<file path="config.mk">
export PLATFORM = sky130hd
export DESIGN_NAME = fprs_merge
export DESIGN_NICKNAME = d
export VERILOG_FILES = /design/src/rtl/fprs_pkg.sv /design/src/rtl/fprs_pair_latch.sv /design/src/rtl/fprs_convert.sv /design/src/rtl/fprs_issue_slot.sv /design/src/rtl/fprs_merge.sv
export SDC_FILE = /design/constraint.sdc
export NUM_CORES = 1
export LEC_CHECK = 0
export CAP_MARGIN = 20
export CORE_MARGIN = 8
export CORE_UTILIZATION = 30
export DETAILED_ROUTE_END_ITERATION = 8
export GPL_ROUTABILITY_DRIVEN = 0
export GPL_TIMING_DRIVEN = 0
export PLACE_DENSITY_LB_ADDON = 0.15
export SYNTH_ARGS = -nofsm -noshare
export SYNTH_HDL_FRONTEND = slang
export SYNTH_HIERARCHICAL = 1
export SYNTH_SLANG_ARGS = --single-unit
</file>
<file path="constraint.sdc">
create_clock -name clk -period 4.1 [get_ports clk]
set_input_delay 0.82 -clock clk [delete_from_list [all_inputs] [get_ports clk]]
set_output_delay 0.82 -clock clk [all_outputs]
set_load 0.1 [all_outputs]
</file>
<file path="src/rtl/fprs_pkg.sv">
package fprs_pkg;

    localparam int HALF_W = 32;
    localparam int OPR_W  = 2 * HALF_W;
    localparam int OPC_W  = 6;
    localparam int TAG_W  = 2;
    localparam int N_OPND = 2;
    localparam int N_PIPE = 3;

    localparam logic [TAG_W-1:0] SRC_REGF = 2'b00;
    localparam logic [TAG_W-1:0] SRC_XUNT = 2'b01;
    localparam logic [TAG_W-1:0] SRC_FWD  = 2'b10;

    typedef enum logic [1:0] {
        SLOT_EMPTY = 2'd0,
        SLOT_CONV  = 2'd1,
        SLOT_ISSUE = 2'd2
    } slot_e;

    typedef struct packed {
        logic [HALF_W-1:0] a_lo;
        logic [HALF_W-1:0] b_lo;
    } fill_t;

    typedef struct packed {
        logic [N_OPND-1:0][OPR_W-1:0] opnd;
        logic [N_OPND-1:0][TAG_W-1:0] src;
        logic [OPC_W-1:0]             op;
    } entry_t;

    function automatic logic [N_PIPE-1:0] pipe_of(input logic [OPC_W-1:0] op);
        case (op[OPC_W-1 -: 2])
            2'b00:   return 3'b001;
            2'b01:   return 3'b010;
            default: return 3'b100;
        endcase
    endfunction

    function automatic logic all_fwd(input logic [N_OPND-1:0][TAG_W-1:0] src);
        logic r;
        r = 1'b1;
        for (int i = 0; i < N_OPND; i++) r = r & (src[i] == SRC_FWD);
        return r;
    endfunction

endpackage

</file>
<file path="src/rtl/fprs_pair_latch.sv">
module fprs_pair_latch
    import fprs_pkg::*;
(
    input  logic  clk,
    input  logic  rst,
    input  logic  take_fill,
    input  logic  take_second,
    input  fill_t fill_in,
    output logic  pend_vld,
    output fill_t pend_q
);
    always_ff @(posedge clk) begin
        if (rst) begin
            pend_vld <= 1'b0;
            pend_q   <= '0;
        end else if (take_fill) begin
            pend_vld <= 1'b1;
            pend_q   <= fill_in;
        end else if (take_second) begin
            pend_vld <= 1'b0;
        end
    end
endmodule

</file>
<file path="src/rtl/fprs_convert.sv">
module fprs_convert
    import fprs_pkg::*;
#(
    parameter logic [OPR_W-1:0] MASK = 64'h7FF0_0000_0000_0000
) (
    input  logic [OPR_W-1:0] raw,
    input  logic             skip,
    output logic [OPR_W-1:0] cooked
);
    always_comb begin
        cooked = skip ? raw : (raw ^ MASK);
    end
endmodule

</file>
<file path="src/rtl/fprs_issue_slot.sv">
module fprs_issue_slot
    import fprs_pkg::*;
#(
    parameter logic [OPR_W-1:0] CONV_MASK = 64'h7FF0_0000_0000_0000
) (
    input  logic   clk,
    input  logic   rst,
    input  logic   load,
    input  entry_t load_ent,
    input  logic   accept,
    output entry_t ent_q,
    output slot_e  st_q
);
    logic [N_OPND-1:0][OPR_W-1:0] cooked;

    for (genvar g = 0; g < N_OPND; g++) begin : g_cv
        fprs_convert #(.MASK(CONV_MASK)) u_cv (
            .raw    (ent_q.opnd[g]),
            .skip   (ent_q.src[g] == SRC_FWD),
            .cooked (cooked[g])
        );
    end

    always_ff @(posedge clk) begin
        if (rst) begin
            st_q  <= SLOT_EMPTY;
            ent_q <= '0;
        end else begin
            case (st_q)
                SLOT_EMPTY: begin
                    if (load) begin
                        ent_q <= load_ent;
                        st_q  <= all_fwd(load_ent.src) ? SLOT_ISSUE : SLOT_CONV;
                    end
                end
                SLOT_CONV: begin
                    ent_q.opnd <= cooked;
                    st_q       <= SLOT_ISSUE;
                end
                SLOT_ISSUE: begin
                    if (accept) st_q <= SLOT_EMPTY;
                end
                default: st_q <= SLOT_EMPTY;
            endcase
        end
    end
endmodule

</file>
<file path="src/rtl/fprs_merge.sv">
module fprs_merge
    import fprs_pkg::*;
#(
    parameter logic [OPR_W-1:0] CONV_MASK = 64'h7FF0_0000_0000_0000
) (
    input  logic              clk,
    input  logic              rst,
    input  logic              in_valid,
    input  logic              in_fill,
    input  logic [HALF_W-1:0] in_a_half,
    input  logic [HALF_W-1:0] in_b_half,
    input  logic [OPC_W-1:0]  in_opcode,
    input  logic [TAG_W-1:0]  in_a_src,
    input  logic [TAG_W-1:0]  in_b_src,
    output logic              in_ready,
    output logic [OPR_W-1:0]  iss_a,
    output logic [OPR_W-1:0]  iss_b,
    output logic [OPC_W-1:0]  iss_op,
    output logic [N_PIPE-1:0] iss_sel,
    output logic              add_valid,
    input  logic              add_ready,
    input  logic              add_extend,
    output logic              mul_valid,
    input  logic              mul_ready,
    output logic              mv_valid,
    input  logic              mv_ready,
    output logic              pair_err
);
    logic        take, take_fill, take_second, load, accept, offered;
    logic        pend_vld;
    fill_t       pend_q, fill_in;
    entry_t      new_ent, ent_q;
    slot_e       st_q;
    logic [N_PIPE-1:0] route;

    assign take        = in_valid && in_ready;
    assign take_fill   = take && in_fill;
    assign take_second = take && !in_fill;
    assign load        = take_second && pend_vld;
    assign fill_in     = '{a_lo: in_a_half, b_lo: in_b_half};

    fprs_pair_latch u_pair (
        .clk         (clk),
        .rst         (rst),
        .take_fill   (take_fill),
        .take_second (take_second),
        .fill_in     (fill_in),
        .pend_vld    (pend_vld),
        .pend_q      (pend_q)
    );

    always_comb begin
        new_ent         = '0;
        new_ent.opnd[0] = {in_a_half, pend_q.a_lo};
        new_ent.opnd[1] = {in_b_half, pend_q.b_lo};
        new_ent.src[0]  = in_a_src;
        new_ent.src[1]  = in_b_src;
        new_ent.op      = in_opcode;
    end

    fprs_issue_slot #(.CONV_MASK(CONV_MASK)) u_slot (
        .clk      (clk),
        .rst      (rst),
        .load     (load),
        .load_ent (new_ent),
        .accept   (accept),
        .ent_q    (ent_q),
        .st_q     (st_q)
    );

    assign in_ready  = (st_q == SLOT_EMPTY);
    assign offered   = (st_q == SLOT_ISSUE);
    assign route     = pipe_of(ent_q.op);
    assign iss_sel   = offered ? route : '0;
    assign iss_a     = ent_q.opnd[0];
    assign iss_b     = ent_q.opnd[1];
    assign iss_op    = ent_q.op;
    assign add_valid = iss_sel[0] && !add_extend;
    assign mul_valid = iss_sel[1];
    assign mv_valid  = iss_sel[2];
    assign accept    = (add_valid && add_ready) || (mul_valid && mul_ready)
                     || (mv_valid && mv_ready);

    always_ff @(posedge clk) begin
        if (rst) pair_err <= 1'b0;
        else     pair_err <= (take_fill && pend_vld) || (take_second && !pend_vld);
    end
endmodule

</file>
==> results of run 1 <==
-- per-layer routing --
metal  global-route usage [%]  up-vias
met3                     3.58       35
met2                     26.3      159
met5                        0        -
li1                         -     3783
met1                     22.2     3659
met4                     3.25        2
-- cell usage after synthesis, drive strengths merged --
master,number,share of area [%]
or3b,1,0.093
nor3b,3,0.35
xor2,1,0.093
o221a,128,15
o21a,1,0.080
nor2b,3,0.20
nor4,1,0.13
a211oi,1,0.080
nor2,68,2.7
xnor2,22,2.1
clkbuf,32,1.3
dfxtp,206,44
a21oi,139,7.4
buf,152,13
nor3,4,0.21
mux2i,64,6.8
and3b,1,0.13
inv,129,5.2
nand2b,2,0.13
nand2,21,0.84
nor4bb,1,0.11
and3,1,0.067
and2,1,0.067
a221o,1,0.11
-- final timing paths --
check | start | end | slack [ps] | cells past startpoint
worst min register to register | u_slot/ent_q[7]$_SDFFE_PP0P_ | u_slot/ent_q[7]$_SDFFE_PP0P_ | 450 | 2
worst max-delay path | u_slot/st_q[1]$_SDFFE_PP0P_ | iss_sel[1] | 430 | 4
worst min-delay path | u_slot/ent_q[7]$_SDFFE_PP0P_ | u_slot/ent_q[7]$_SDFFE_PP0P_ | 450 | 2
worst max register to register | u_slot/st_q[1]$_SDFFE_PP0P_ | u_slot/ent_q[78]$_SDFFE_PP0P_ | 1210 | 8
-- kinds of logic after synthesis --
logic type      after synthesis  share of synthesized area, %
flops                       206                          43.9
xor+xnor                     23                          2.14
compound gates              270                          23.0
simple gates                107                          5.05
buf+inv                     313                          19.1
mux                          64                          6.82
-- cell type report --
| type | count | share of cell area (%) |
|---|---|---|
| plain buffers | 184 | 10.1 |
| clock buffers | 37 | 5.73 |
| clock inverters | 5 | 0.580 |
| inverters | 129 | 3.74 |
| multi-input cells | 464 | 26.9 |
| flip-flops and latches | 206 | 31.9 |
| well taps | 396 | 3.83 |
| repair buffers | 223 | 17.3 |
-- report_power, final --
part | internal, mW | total, mW | switching, mW
sequential | 2.10 | 2.16 | 0.0690
clock | 1.36 | 2.21 | 0.848
combinational | 0.360 | 1.04 | 0.682
-- registers in the layout (all words and copies together) (netlist names) --
signal           count
pair_err             1
u_pair/pend_q       64
u_pair/pend_vld      1
u_slot/ent_q       138
u_slot/st_q          2
-- worst min-delay path, stage by stage (launching register included) --
cell,delay (ps)
dfxtp_1,300
nand2_1,50
a21oi_1,50
-- stage by stage --
| step | hold slack, ps | power (mW) | util, % | area, um^2 | setup slack (ps) |
|---|---|---|---|---|---|
| 6_report | 452 | 5.41 | 42.1 | 12900 | 430 |
| 5_1_grt | 474 | 5.64 | 42.1 | 12900 | 302 |
| 4_1_cts | 454 | 5.50 | 42.1 | 12900 | 359 |
| 3_5_place_dp | 446 | 3.25 | 39.4 | 12100 | 558 |
| 3_3_place_gp | 441 | 3.25 | 39.4 | 12100 | 580 |
| 2_1_floorplan | 432 | 2.94 | - | 9390 | 369 |
==> summary.txt, run 1 <==
Run status
  – Status: finished clean

Floorplanning
  – Die Ht: approximately 190 um
  – Die width: between 150 and 200 um
  – Initial Util: between 30% and 40%
  – Die Area: roughly 37000 um^2
  – Core Region: a little over 30000 um^2
  – Number of core rows: 64
  – I/O pins: ~220

GRT
  – Largest net degree at the start of global routing: 13
  – First-pass GRT wire length: about 47000 um
  – GRT overflow: 0
  – Total GRT Usage: 16.3%
  – Vias in the first global route: just under 8000
  – Initial antenna violation count: 1

Power
  – PwrDens: roughly 420 nW/um^2
  – Pleak: 4.99 nW
  – Peak supply drop: 283 uV

Placed design
  – IO Port Bufs: roughly 220
  – Number of cells after detailed placement: about 1600
  – DP HPWL: around 22000 um

Synthesis
  – Mapped Area: approximately 9400 um^2
  – Post-synth cell types: 31
  – Post-Syn Instances: a little under 1000
  – Syn Area/Cell: approximately 9.6 um^2
  – Syn_nets: between 1000 and 1500
  – Ys Warns: 6
  – Post-synthesis sequential area ratio: roughly 44%
  – Register bit total from synthesis: 206

Final layout
  – Fin nets: roughly 1300
  – # diodes: 0
  – Area grow syn2layout: 37.7%
  – Finished Layout Cells: 1644
  – Fraction of layout cells with a size suffix above 1: 16.7%
  – Area of the multi-input gates: between 3000 and 4000 um^2
  – Fillers: roughly 3000
  – Sequential cell area: a little over 4000 um^2
  – Most frequent cells in the layout: clkdlybuf4s50_1, dfxtp_1, a21oi_1
  – Most common cell after layout, fill and taps aside: clkdlybuf4s50_1

Timing
  – Max-slew headroom: 29.3%
  – RSZ-0062 raised after global routing: no
  – Setup TNS: 0 ps
  – Final max-slew violation count: 0
  – Crit share post-route: 89.5%
  – Fmax: 272 MHz
  – Final hold violations: 0
  – Tmin final: 3670 ps
  – Worst Clk Skew: approximately 6.2 ps
  – Setup violators final: 0
  – Worst slew pin tran: around 1100 ps

Clocking
  – CTS tree: done
  – Setup bufs post-CTS: 0
  – Sink Count: 206
  – Clk slew on worst S/H paths: 60 ps
  – Hold_buf cts: 0
  – Total number of H-tree levels: 1
  – CTS Buffer Depth: 3
  – CTS Buf Count: 24
  – Clk_lat worst skew: approximately 510 ps
  – Root buffer cell: clkbuf_16
  – Post-CTS sizing: 0

Detailed routing
  – Wire length on met1: between 10000 and 15000 um
  – Drt drc: 0
  – ANT nets after route: 0
  – Iter 0 DRT Violations: around 330
  – Drt total wl: 31100 um
  – Met2 routed WL: between 10000 and 15000 um
  – Met3 routed WL: 1760 um
  – WL per Instance: roughly 19 um
  – Routed vias/inst: approximately 4.6
  – DRT Pass-1 Iters: 4
  – Vias: ~7600
  – Top Layer Used: met5

Critical path
  – Crit path arrival time: around 2900 ps
  – Crit path max-delay family: buffers and inverters
  – Buf+Inv Stages, Crit Path: 2
  – CP Launch Type: flop
  – Worst Path Required: around 3300 ps
  – Crit-path cells: nand2b_1 > nor3b_2 > buf_4 > clkdlybuf4s50_1
  – Worst setup EP type: primary output
  – Critical path type: flop to primary output
  – Crit-path slowest cell: clkdlybuf4s50_1
  – Crit-path max cell delay: roughly 1200 ps
  – Crit Path Max Fanout: 9

Flow run
  – Max-cap check violation count: 0

Min path
  – Worst min-delay path category: flop to flop
No activity file was read; power rests on OpenSTA's default activity.
==> run 2, diff against run 1 <==
Settings changed: CTS_BUF_LIST set to sky130_fd_sc_hd__clkbuf_8.
==> summary.txt, run 2 (synthesized netlist as in run 1, its figures left out) <==
Timing
  – Final hold violations: 0 (unchanged)
  – Worst slew pin tran: 1050 ps (-2.83 ps)
  – Tmin final: 3680 ps (+13.4 ps)
  – Setup TNS: 0 ps (unchanged)
  – Setup violators final: 0 (unchanged)
  – Crit share post-route: 89.8% (+0.33 points)
  – Max-slew headroom: 29.5% (+0.19 points)
  – RSZ-0062 raised after global routing: no
  – Final Worst Setup Slack: 416 ps (-13.4 ps)
  – Worst Clk Skew: 10.8 ps (+4.60 ps)
  – Final max-slew violation count: 0 (unchanged)
  – Fmax: 271 MHz (-0.36%)

Floorplanning
  – Initial Util: 30.5% (unchanged)
  – Number of core rows: 64 (unchanged)
  – Die Area: 37200 um^2 (unchanged)
  – Core Region: 30700 um^2 (unchanged)
  – Die Ht: 193 um (unchanged)
  – I/O pins: 224 (unchanged)
  – Die width: 193 um (unchanged)

GRT
  – First-pass GRT wire length: 47700 um (+0.55%)
  – Initial antenna violation count: 1 (unchanged)
  – Vias in the first global route: 7851 (+1.7%)
  – Met3 usage: 4.26% (+0.68 points)
  – Met1 usage: 22.0% (-0.19 points)
  – GR peak layer: met2
  – Largest net degree at the start of global routing: 11 (-2)
  – GR Layer Usage met2: 26.2% (-0.095 points)
  – Total GRT Usage: 16.5% (+0.17 points)
  – GRT overflow: 0 (unchanged)

Detailed routing
  – Vias: 7771 (+1.7%)
  – ANT nets after route: 0 (unchanged)
  – Routed vias/inst: 4.65 (about the same)
  – DRT Pass-1 Iters: 5 (+1)
  – WL per Instance: 18.7 um (-1.3%)
  – Iter 0 DRT Violations: 266 (-20%)
  – Drt drc: 0 (unchanged)
  – Drt total wl: 31200 um (+0.32%)

Placed design
  – Number of cells after detailed placement: 1602 (unchanged)
  – DP Worst Slack: 558 ps (unchanged)
  – DP HPWL: 22100 um (unchanged)
  – IO Port Bufs: 223 (unchanged)

Critical path
  – Crit path arrival time: 2860 ps (about the same)
  – Buf+Inv Stages, Crit Path: 2 (unchanged)
  – CP Launch Type: flop
  – Crit path max-delay family: buffers and inverters
  – Worst Path Required: 3280 ps (about the same)
  – Crit-path slowest cell: clkdlybuf4s50_1
  – Crit-path cells: nand2b_1 > nor3b_2 > buf_4 > clkdlybuf4s50_1
  – Worst setup EP type: primary output
  – Critical path type: flop to primary output
  – Crit Path Max Fanout: 9 (unchanged)
  – Crit-path max cell delay: 1170 ps (about the same)

Final layout
  – Most frequent cells in the layout: clkdlybuf4s50_1, dfxtp_1, inv_1
  – Fin nets: 1331 (+1.3%)
  – Most common cell after layout, fill and taps aside: clkdlybuf4s50_1
  – Largest Register: u_slot/ent_q
  – Fraction of layout cells with a size suffix above 1: 17.7% (+0.98 points)
  – Finished Layout Cells: 1671 (+1.6%)
  – Fillers: 3100 (+0.81%)
  – Area grow syn2layout: 37.2%
  – Biggest regs: u_slot/ent_q x138, u_pair/pend_q x64, u_slot/st_q x2
  – Largest register FFs: 138 (unchanged)
  – Post-route core utilization: 41.9% (-0.16 points)
  – # diodes: 0 (unchanged)

Clocking
  – Clk slew on worst S/H paths: 60 ps (about the same)
  – Root buffer cell: clkbuf_8
  – Total number of H-tree levels: 2 (+1)
  – Post-CTS sizing: 0 (unchanged)
  – Clk_lat worst skew: 530 ps (+20 ps)
  – Hold_buf cts: 0 (unchanged)
  – Sink Count: 206 (unchanged)
  – CTS Buf Count: 41 (+71%)
  – CTS Buffer Depth: 3 (unchanged)
  – Setup bufs post-CTS: 0 (unchanged)
  – CTS tree: done

Flow run
  – Max-cap check violation count: 0 (unchanged)

Run status
  – Status: finished clean

Power
  – PwrDens: 402 nW/um^2 (-4.0%)
  – Pleak: 5.04 nW (+0.94%)
  – Peak supply drop: 188 uV (-34%)

Min path
  – Worst min-delay path category: flop to flop
## run 2: cell count changes in the layout (fill, tap and decap cells not counted)
cell | before | now
bufinv_16 | 2 | 0
clkbuf_1 | 37 | 32
clkbuf_16 | 25 | 0
clkbuf_8 | 7 | 50
clkinvlp_4 | 0 | 1
inv_1 | 128 | 143
## run 2: layout make-up
cell class                 instances  area (um^2)  area share [%]
sequential                       206         4120            32.0
multi-input combinational        464         3480            27.0
timing repair buffer             223         2230            17.3
buffer                           184         1310            10.1
clock buffer                      50          688            5.34
tap                              396          495            3.85
inverter                         129          484            3.76
clock inverter                    19         78.8           0.612
## run 2: stage by stage
stage / power (mW) / hold WS [ps] / area (um^2)
after CTS: 5.26 / 453 / 12900
after floorplan: 2.94 / 432 / 9390
after global placement: 3.25 / 441 / 12100
final: 5.18 / 451 / 12900
after detailed placement: 3.25 / 446 / 12100
after global routing: 5.42 / 473 / 12900
## run 2: worst paths after layout
| check | from | endpoint | slack, ps | cells after the start |
|---|---|---|---|---|
| worst max-delay path | u_slot/st_q[1]$_SDFFE_PP0P_ | iss_sel[1] | 420 | 4 |
| worst min-delay path | u_slot/ent_q[7]$_SDFFE_PP0P_ | u_slot/ent_q[7]$_SDFFE_PP0P_ | 450 | 2 |
| worst max register to register | u_slot/st_q[1]$_SDFFE_PP0P_ | u_slot/ent_q[78]$_SDFFE_PP0P_ | 1200 | 8 |
| worst min register to register | u_slot/ent_q[7]$_SDFFE_PP0P_ | u_slot/ent_q[7]$_SDFFE_PP0P_ | 450 | 2 |
## run 2: layer usage
metal  vias to the layer above  part of all wire [%]
met5                         -                 0.042
met4                         2                   1.6
met3                        44                   5.9
met2                       177                    46
met1                      3717                    47
li1                       3831                     -
## run 2: worst reg2reg max path, cell delays in order (launching register included)
cell	delay, ps
dfxtp_1	400
nor2_1	360
nand2_1	160
nor3b_1	560
nor2_1	90
nor2_1	120
buf_2	300
clkbuf_1	540
o221a_2	320
## run 2: where the power goes
part           total, mW  switching [mW]  internal, mW  leakage (nW)
clock               1.97           0.880          1.09         0.451
sequential          2.17          0.0686          2.10          1.68
combinational       1.04           0.682         0.360          2.91
total               5.18            1.63          3.55          5.04
==> run 3, diff against run 2 <==
Settings changed: CTS_CLUSTER_SIZE set to 30.
==> results of run 3 <==
The final DEF is identical to that of run 2; final timing and power are the same.
